## src/rtl/updn_addr_pkg.sv

```systemverilog
package updn_addr_pkg;

    typedef enum logic {
        DIR_DOWN = 1'b0,
        DIR_UP   = 1'b1
    } dir_e;

    // Reverse tap mask derived from the forward one so both functions are inverses.
    function automatic logic [31:0] reverse_mask(input logic [31:0] fwd, input int width);
        logic [31:0] r;
        r = 32'd1;
        for (int t = 0; t < width - 1; t++) begin
            if (fwd[t]) r[t+1] = 1'b1;
        end
        return r;
    endfunction

endpackage

```

## src/rtl/updn_addr_zero_nor.sv

```systemverilog
module updn_addr_zero_nor #(
    parameter int NBITS = 2
) (
    input  logic [NBITS-1:0] bits_i,
    output logic             all_zero_o
);
    assign all_zero_o = ~(|bits_i);
endmodule

```

## src/rtl/updn_addr_fwd_next.sv

```systemverilog
module updn_addr_fwd_next #(
    parameter int               WIDTH    = 3,
    parameter logic [WIDTH-1:0] FWD_MASK = 3'b101
) (
    input  logic [WIDTH-1:0] cur_i,
    output logic [WIDTH-1:0] nxt_o
);
    logic zero_lo;

    // Low bits all clear: the outgoing bit alone decides, patch the feedback.
    updn_addr_zero_nor #(.NBITS(WIDTH-1)) u_nor (
        .bits_i     (cur_i[WIDTH-2:0]),
        .all_zero_o (zero_lo)
    );

    always_comb begin
        nxt_o[0]         = (^(cur_i & FWD_MASK)) ^ zero_lo;
        nxt_o[WIDTH-1:1] = cur_i[WIDTH-2:0];
    end
endmodule

```

## src/rtl/updn_addr_rev_next.sv

```systemverilog
module updn_addr_rev_next #(
    parameter int               WIDTH    = 3,
    parameter logic [WIDTH-1:0] REV_MASK = 3'b011
) (
    input  logic [WIDTH-1:0] cur_i,
    output logic [WIDTH-1:0] nxt_o
);
    logic zero_hi;

    updn_addr_zero_nor #(.NBITS(WIDTH-1)) u_nor (
        .bits_i     (cur_i[WIDTH-1:1]),
        .all_zero_o (zero_hi)
    );

    always_comb begin
        nxt_o[WIDTH-1]   = (^(cur_i & REV_MASK)) ^ zero_hi;
        nxt_o[WIDTH-2:0] = cur_i[WIDTH-1:1];
    end
endmodule

```

## src/rtl/updn_addr_lfsr.sv

```systemverilog
module updn_addr_lfsr
    import updn_addr_pkg::*;
#(
    parameter int               WIDTH    = 3,
    parameter logic [WIDTH-1:0] FWD_MASK = 3'b101
) (
    input  logic             clk,
    input  logic             rst,
    input  logic             en,
    input  logic             up_dn,
    output logic [WIDTH-1:0] addr
);
    localparam logic [31:0]      REV_FULL = reverse_mask(32'(FWD_MASK), WIDTH);
    localparam logic [WIDTH-1:0] REV_MASK = REV_FULL[WIDTH-1:0];

    typedef struct packed {
        logic [WIDTH-1:0] addr;
    } state_t;

    state_t state_d, state_q;
    logic [WIDTH-1:0] up_nxt, dn_nxt, step_nxt;
    dir_e dir;

    assign dir = dir_e'(up_dn);

    updn_addr_fwd_next #(.WIDTH(WIDTH), .FWD_MASK(FWD_MASK)) u_fwd (
        .cur_i (state_q.addr),
        .nxt_o (up_nxt)
    );

    updn_addr_rev_next #(.WIDTH(WIDTH), .REV_MASK(REV_MASK)) u_rev (
        .cur_i (state_q.addr),
        .nxt_o (dn_nxt)
    );

    // One 2:1 select per flip-flop between the two next-state functions.
    for (genvar b = 0; b < WIDTH; b++) begin : g_bit_mux
        assign step_nxt[b] = (dir == DIR_UP) ? up_nxt[b] : dn_nxt[b];
    end

    always_comb begin
        state_d = state_q;
        if (en) state_d.addr = step_nxt;
    end

    always_ff @(posedge clk) begin
        if (rst) state_q <= '0;
        else     state_q <= state_d;
    end

    assign addr = state_q.addr;
endmodule

```

## config.mk

```make
export PLATFORM = sky130hd
export DESIGN_NAME = updn_addr_lfsr
export DESIGN_NICKNAME = d
export VERILOG_FILES = /design/src/rtl/updn_addr_pkg.sv /design/src/rtl/updn_addr_zero_nor.sv /design/src/rtl/updn_addr_fwd_next.sv /design/src/rtl/updn_addr_rev_next.sv /design/src/rtl/updn_addr_lfsr.sv
export SDC_FILE = /design/constraint.sdc
export NUM_CORES = 1
export LEC_CHECK = 0
export CORE_AREA = 10 10 47 49
export CTS_CLUSTER_SIZE = 10
export DETAILED_ROUTE_END_ITERATION = 7
export DIE_AREA = 0 0 57 59
export SYNTH_ARGS = -nofsm -noshare
export SYNTH_HDL_FRONTEND = slang
export SYNTH_SLANG_ARGS = --single-unit
export TNS_END_PERCENT = 1
```

## constraint.sdc

```tcl
create_clock -name clk -period 1.2 [get_ports clk]
set_input_delay 0.24 -clock clk [delete_from_list [all_inputs] [get_ports clk]]
set_output_delay 0.24 -clock clk [all_outputs]
set_load 0.02 [all_outputs]
```

Yosys cells after proc, flatten, opt, wreduce, memory -nomap -nowiden
Index checks and enable logic that the tools add are counted.
Word-level totals
  output and inout bits: 3
  register bits after elaboration: 3
  bits of input ports: 4
Cells by class
  multiplexer cells: 3
  reduce and logical (&&, ||, !) cells: 4
  bitwise logic cells: 4
Operator list (count)
  parity 3 bit: 2
  OR reduction 2 bit: 2
  two-way mux 1 bit: 3
  NOT 1 bit: 2
  bitwise XOR 1 bit: 2

Longest topological paths before layout
Gate-level depths: netlist (run 1).
  depth in word-level cells: 4
  mapped depth: 5

Modules after synthesis
From an unflattened synthesis (run 1), not the netlist that was laid out.
Unflattened totals
  cells, all modules: 20
  area, all modules: 209.0 um^2
Modules (own cells, without submodules)
  updn_addr_lfsr: sequential area each 60.1 um^2, cells an instance 12, times used 1, area each 123.9 um^2
  updn_addr_fwd_next: sequential area each 0.0 um^2, cells an instance 3, times used 1, area each 38.8 um^2
  updn_addr_rev_next: sequential area each 0.0 um^2, cells an instance 3, times used 1, area each 38.8 um^2
  updn_addr_zero_nor: sequential area each 0.0 um^2, cells an instance 1, times used 2, area each 3.8 um^2

Worst setup path before layout (run 1)
OpenSTA, ideal clock, no wires.
  path type: reg-to-reg
  from: register state_q (netlist bit addr[1])
  to: register state_q (netlist bit addr[2])
  data required time: 1081 ps
  clock period less this slack: 1336 ps
  stages on the path, launching flop included: 6
  setup time: 119 ps
  path slack: -136 ps
  path buffers: 0
  data arrival time: 1217 ps
  path through: dfxtp_1 > inv_1 > ha_1 > o21a_1 > o21ai_1 > a21oi_1
Between the ends
  cells in the longest elaborated chain, start to end: 4
RTL lines
  start, declared: RTL line updn_addr_lfsr.sv:20  | state_t state_d, state_q;
  start signal, assigned: RTL line updn_addr_lfsr.sv:48  | else state_q <= state_d;
  OR reduction 2 bit: RTL line updn_addr_zero_nor.sv:7  | assign all_zero_o = ~(|bits_i);
  NOT 1 bit: RTL line updn_addr_zero_nor.sv:7
  bitwise XOR 1 bit: RTL line updn_addr_rev_next.sv:16  | nxt_o[WIDTH-1] = (^(cur_i & REV_MASK)) ^ zero_hi;
  two-way mux 1 bit *: RTL line updn_addr_lfsr.sv:38  | assign step_nxt[b] = (dir == DIR_UP) ? up_nxt[b] : dn_nxt[b];
Every way passes the cells marked *; elsewhere a longest branch is shown, timed or not.
A chain may end at the register's enable or synchronous reset.

Worst setup path in the final report (run 1)
  from: register state_q (netlist bit addr[1])
  to: output port addr[1]
RTL lines
  end, declared: RTL line updn_addr_lfsr.sv:11  | output logic [WIDTH-1:0] addr
No word-level cell between the ends.

==> results of run 1 <==
[area by class of cell]
| cell class | instances | area (um2) |
|---|---|---|
| clock buffers | 4 | 26.3 |
| fillers | 162 | 1060 |
| inverters | 3 | 11.3 |
| multi-input cells | 18 | 136 |
| flip-flops and latches | 3 | 67.6 |
| well taps | 16 | 20.0 |
| repair buffers | 9 | 80.1 |
[metal layers]
metal	vias to the layer above	share of wire	GRT usage
li1	113	-	-
met2	7	0.39	0.0388
met3	2	0.034	0.00858
met1	90	0.54	0.0377
met4	0	0.032	0.0403
met5	-	0	0
[cells in the final DEF (no fill, tap or decap)]
| cell | n |
|---|---|
| a21oi_1 | 1 |
| a311oi_1 | 1 |
| a31oi_1 | 1 |
| buf_4 | 3 |
| clkbuf_1 | 1 |
| clkbuf_4 | 3 |
| clkdlybuf4s15_1 | 1 |
| clkdlybuf4s50_1 | 3 |
| dfxtp_1 | 1 |
| dfxtp_4 | 2 |
| dlygate4sd2_1 | 2 |
| ha_4 | 1 |
| inv_1 | 2 |
| inv_2 | 1 |
| nand2_1 | 1 |
| nand2b_1 | 1 |
| nand4_1 | 1 |
| nor2_1 | 2 |
| nor2b_1 | 2 |
| nor3b_1 | 1 |
| nor4_2 | 1 |
| o21a_1 | 1 |
| o21ai_0 | 1 |
| o21ai_1 | 1 |
| o311ai_1 | 1 |
| xor2_1 | 1 |
[what timing repair did]
| item | 4_1_cts | 5_1_grt |
|---|---|---|
| gates cloned | 0 | 0 |
| endpoints found under the setup margin | 3 | 2 |
| hold endpoints to repair | 0 | 0 |
| hold buffers | 0 | 0 |
| resized for setup | 3 | 2 |
[stage by stage]
step	setup TNS [ns]	instance area, um2	total power, mW	hold WS [ns]
3_5_place_dp	-0.324	318	0.243	0.534
2_1_floorplan	0	215	0.186	0.302
3_3_place_gp	-0.255	318	0.242	0.545
5_1_grt	0	342	0.443	0.582
6_report	0	342	0.421	0.548
4_1_cts	0	340	0.426	0.539
[worst paths after layout]
check,end,slack (ns),cells after the start,from
setup / recovery,addr[1],0.05,1,addr[1]$_SDFFE_PP0P_
setup reg to reg,addr[2]$_SDFFE_PP0P_,0.07,5,addr[0]$_SDFFE_PP0P_
hold reg to reg,addr[0]$_SDFFE_PP0P_,0.55,2,addr[0]$_SDFFE_PP0P_
hold / removal,addr[0]$_SDFFE_PP0P_,0.55,2,addr[0]$_SDFFE_PP0P_
[cells by family (layout without fill, tap and decap cells)]
kind of cell	Yosys count	after routing	share of synthesized area
compound gates	7	7	0.237
xor+xnor	1	1	0.0449
flops	3	3	0.308
simple gates	9	9	0.288
buf+inv	3	16	0.0577
fa+ha+maj	1	1	0.0641
[worst register-to-register path: stages (launching register included)]
cell     delay, ns
dfxtp_4       0.35
inv_2         0.05
ha_4          0.24
nor4_2        0.20
o21ai_1       0.10
a21oi_1       0.12
[power breakdown]
part | leakage [nW] | internal, mW | switching, mW
registers | 0.0260 | 0.110 | 0.00810
clock network | 0.0150 | 0.125 | 0.0588
logic | 0.0913 | 0.0605 | 0.0588
==> impl_metrics.env, run 1 <==
export IMPL_outcome="finished, final reports clean"
export IMPL_die_h_um=59
export IMPL_synth_edf_count=0
export IMPL_numPlacedInstances=49
export IMPL_syn_nets=29
export IMPL_hold_viol=0
export IMPL_criticalPathCategory="reg -> out"
export IMPL_path_cells="dlygate4sd2_1"
export IMPL_fin_ws_ns=0.0535
export IMPL_slew_violations=0
export IMPL_synth_seq_area_share=0.308
export IMPL_ys_dominant_reg_cell="dfxtp_1"
export IMPL_core_area_um2=1400
export IMPL_synth_cell_types=18
export IMPL_grt_pass1_wl_um=807
export IMPL_fp_row_count=14
export IMPL_arrival_ns=0.91
export IMPL_cts_buffers=3
export IMPL_dieArea_um2=3360
export IMPL_die_x_um=57
export IMPL_area_growth_pct=75.0
export IMPL_largest_register_ffs=3
export IMPL_hold_path_class="reg -> reg"
export IMPL_cap_violations=0
export IMPL_fin_crit_ns=1.15
export IMPL_critPathCaptureType="output port"
export IMPL_relSlewSlack=0.832
export IMPL_antennaDiodeCount=0
export IMPL_synth_top_area_share=0.308
export IMPL_final_cells=53
export IMPL_drt_total_wl_um=534
export IMPL_final_util=0.244
export IMPL_antenna_found_initial=0
export IMPL_nets=43
export IMPL_cpMaxStageDelayCell="dfxtp_4"
export IMPL_viasPerCell=4.00
export IMPL_fmax_ghz=0.872
export IMPL_cts_buffer_depth=2
export IMPL_drtIter0Drc=5
export IMPL_drc=0
export IMPL_synthTopCellsByCount="dfxtp_1, inv_1, nor2_1, nor2b_1"
export IMPL_critPathLaunchType="flop"
export IMPL_rsz0062_at_grt="false"
export IMPL_pre_cts_ws_ns=-0.118
export IMPL_ios=7
export IMPL_ant_nets=0
export IMPL_finalSetupViolCount=0
export IMPL_ys_seq_elements=3
export IMPL_finalCritPeriodShare=0.955
export IMPL_dp_hpwl_um=428
export IMPL_firstDrtPassIters=2
export IMPL_grt_use_total=0.0315
export IMPL_post_cts_buffers=0
export IMPL_peakVddDrop_uv=410
export IMPL_p_leak_nw=0.132
export IMPL_cp_required_ns=0.96
export IMPL_postSynthCellCount=24
export IMPL_synth_largest_area_cell="dfxtp_1"
export IMPL_yosysWarnings=0
export IMPL_path_buf_inv=1
export IMPL_ys_top_cells_by_area="dfxtp_1, ha_1, nor2b_1, nor4_2, inv_1"
export IMPL_numPortBuffers=6
export IMPL_syn_area_um2=195
export IMPL_post_drt_wl_per_cell_um=10.1
export IMPL_clk_latency_ns=0.24
export IMPL_synth_avg_cell_area_um2=8.13
export IMPL_cpLargestDelayFamily="flip-flops"
export IMPL_vias=212
export IMPL_cp_slowest_stage_delay_ns=0.34
export IMPL_finClkSkew_ns=0.00150
export IMPL_grt_max_degree=8
export IMPL_start_util=0.139
export IMPL_path_max_fanout=3
export IMPL_clock_sinks=3
export IMPL_htree_levels=1
export IMPL_grt_pass1_vias=188
export IMPL_cts_tree="yes"
export IMPL_async_flop_share=0
export IMPL_overflow=0
export IMPL_cts_root_buffer="clkbuf_4"
export IMPL_clkSlewWorstSetupHoldPaths_ns=0.04
export IMPL_gp_congestion=0.659
export IMPL_drive_gt1_frac=0.297
export IMPL_worstMarginPinSlew_ns=0.251
export IMPL_p_per_area_nw_per_um2=1230
Power figures use the tool's default switching activity.
==> run 2: changes to the inputs <==
--- a/config.mk
+++ b/config.mk
@@ -9,6 +9,7 @@
 export CTS_CLUSTER_SIZE = 10
 export DETAILED_ROUTE_END_ITERATION = 7
 export DIE_AREA = 0 0 57 59
+export MAX_ROUTING_LAYER = met4
 export SYNTH_ARGS = -nofsm -noshare
 export SYNTH_HDL_FRONTEND = slang
 export SYNTH_SLANG_ARGS = --single-unit
==> impl_metrics.env, run 2 (same netlist as run 1, synthesis figures left out) <==
export IMPL_outcome="finished, final reports clean"
export IMPL_peakVddDrop_uv=410
export IMPL_viasPerCell=4.04
export IMPL_cts_tree="yes"
export IMPL_grt_pass1_vias=187
export IMPL_dieArea_um2=3360
export IMPL_cpMaxStageDelayCell="dfxtp_4"
export IMPL_path_cells="dlygate4sd2_1"
export IMPL_path_max_fanout=3
export IMPL_grt_use_total=0.0323
export IMPL_cts_buffers=3
export IMPL_dp_hpwl_um=428
export IMPL_criticalPathCategory="reg -> out"
export IMPL_final_util=0.244
export IMPL_hold_path_class="reg -> reg"
export IMPL_antenna_found_initial=0
export IMPL_ios=7
export IMPL_relSlewSlack=0.832
export IMPL_fin_crit_ns=1.15
export IMPL_clkSlewWorstSetupHoldPaths_ns=0.04
export IMPL_clock_sinks=3
export IMPL_post_drt_wl_per_cell_um=10.1
export IMPL_finalPower_mw=0.421
export IMPL_firstDrtPassIters=2
export IMPL_grt_pass1_wl_um=807
export IMPL_clk_latency_ns=0.24
export IMPL_area_growth_pct=75.0
export IMPL_path_buf_inv=1
export IMPL_overflow=0
export IMPL_finClkSkew_ns=0.00149
export IMPL_ant_nets=0
export IMPL_hold_viol=0
export IMPL_setup_tns_ns=0
export IMPL_cp_slowest_stage_delay_ns=0.34
export IMPL_fmax_ghz=0.873
export IMPL_drive_gt1_frac=0.297
export IMPL_cts_hold_buf=0
export IMPL_cp_required_ns=0.96
export IMPL_critPathLaunchType="flop"
export IMPL_final_cell_mix="clkbuf_4, clkdlybuf4s50_1, buf_4"
export IMPL_die_x_um=57
export IMPL_drc=0
export IMPL_cpLargestDelayFamily="flip-flops"
export IMPL_critPathCaptureType="output port"
export IMPL_p_per_area_nw_per_um2=1230
export IMPL_gp_congestion=0.665
export IMPL_finalCritPeriodShare=0.955
export IMPL_numPortBuffers=6
export IMPL_arrival_ns=0.91
export IMPL_drtIter0Drc=5
export IMPL_htree_levels=1
export IMPL_post_route_cell_area_um2=342
export IMPL_cts_root_buffer="clkbuf_4"
export IMPL_nets=43
export IMPL_grt_max_degree=8
export IMPL_largest_register_ffs=3
export IMPL_vias=214
export IMPL_antennaDiodeCount=0
export IMPL_cap_violations=0
export IMPL_core_area_um2=1400
export IMPL_slew_violations=0
export IMPL_worstMarginPinSlew_ns=0.251
export IMPL_place_area_um2=318
export IMPL_fp_row_count=14
export IMPL_rsz0062_at_grt="false"
export IMPL_die_h_um=59
export IMPL_start_util=0.139
export IMPL_finalSetupViolCount=0
export IMPL_p_leak_nw=0.132
export IMPL_cts_buffer_depth=2
export IMPL_drt_total_wl_um=533
export IMPL_post_cts_buffers=0
run 2: worst paths after layout:
check / from / depth (start not counted) / slack [ns] / endpoint
setup / recovery: addr[1]$_SDFFE_PP0P_ / 1 / 0.05 / addr[1]
hold / removal: addr[0]$_SDFFE_PP0P_ / 2 / 0.55 / addr[0]$_SDFFE_PP0P_
setup reg to reg: addr[0]$_SDFFE_PP0P_ / 5 / 0.07 / addr[2]$_SDFFE_PP0P_
hold reg to reg: addr[0]$_SDFFE_PP0P_ / 2 / 0.55 / addr[0]$_SDFFE_PP0P_
run 2: report_power, final:
group / internal, mW / switching (mW) / leakage [nW]
logic: 0.0605 / 0.0588 / 0.0913
registers: 0.110 / 0.00810 / 0.0260
clock network: 0.125 / 0.0585 / 0.0150
total: 0.295 / 0.125 / 0.132
run 2: routing by layer:
metal	wire [um]	track usage	part of all wire	vias to the layer above
li1	-	-	-	113
met1	301	0.0389	0.56	90
met2	205	0.0388	0.38	9
met3	10	0.00644	0.019	2
met4	17	0.0403	0.032	0
met5	0	-	0	-
run 2: area by class of cell:
cell class	count	area, um2
well taps	16	20.0
fillers	162	1060
flip-flops and latches	3	67.6
multi-input cells	18	136
repair buffers	9	80.1
clock buffers	4	26.3
inverters	3	11.3
run 2: worst reg2reg max path, delay by kind of cell, from the launching register on:
| family | cells | cell delay [ns] |
|---|---|---|
| adders and majority gates | 1 | 0.24 |
| and+or+nand+nor | 1 | 0.20 |
| DFF | 1 | 0.35 |
| AOI/OAI and AO/OA | 2 | 0.22 |
| buffers and inverters | 1 | 0.05 |
run 2: timing repair:
action                                  4_1_cts  5_1_grt
gates resized for setup                       3        2
endpoints found under the hold margin         0        0
endpoints found under the setup margin        3        2
run 2: metrics by stage:
stage,hold WS (ns),worst slack [ns],instances
global route,0.582,0.0115,53
detailed placement,0.534,-0.118,49
CTS,0.539,0.0145,53
floorplan,0.302,0.0582,24
finish,0.548,0.0539,53
global placement,0.545,-0.101,49
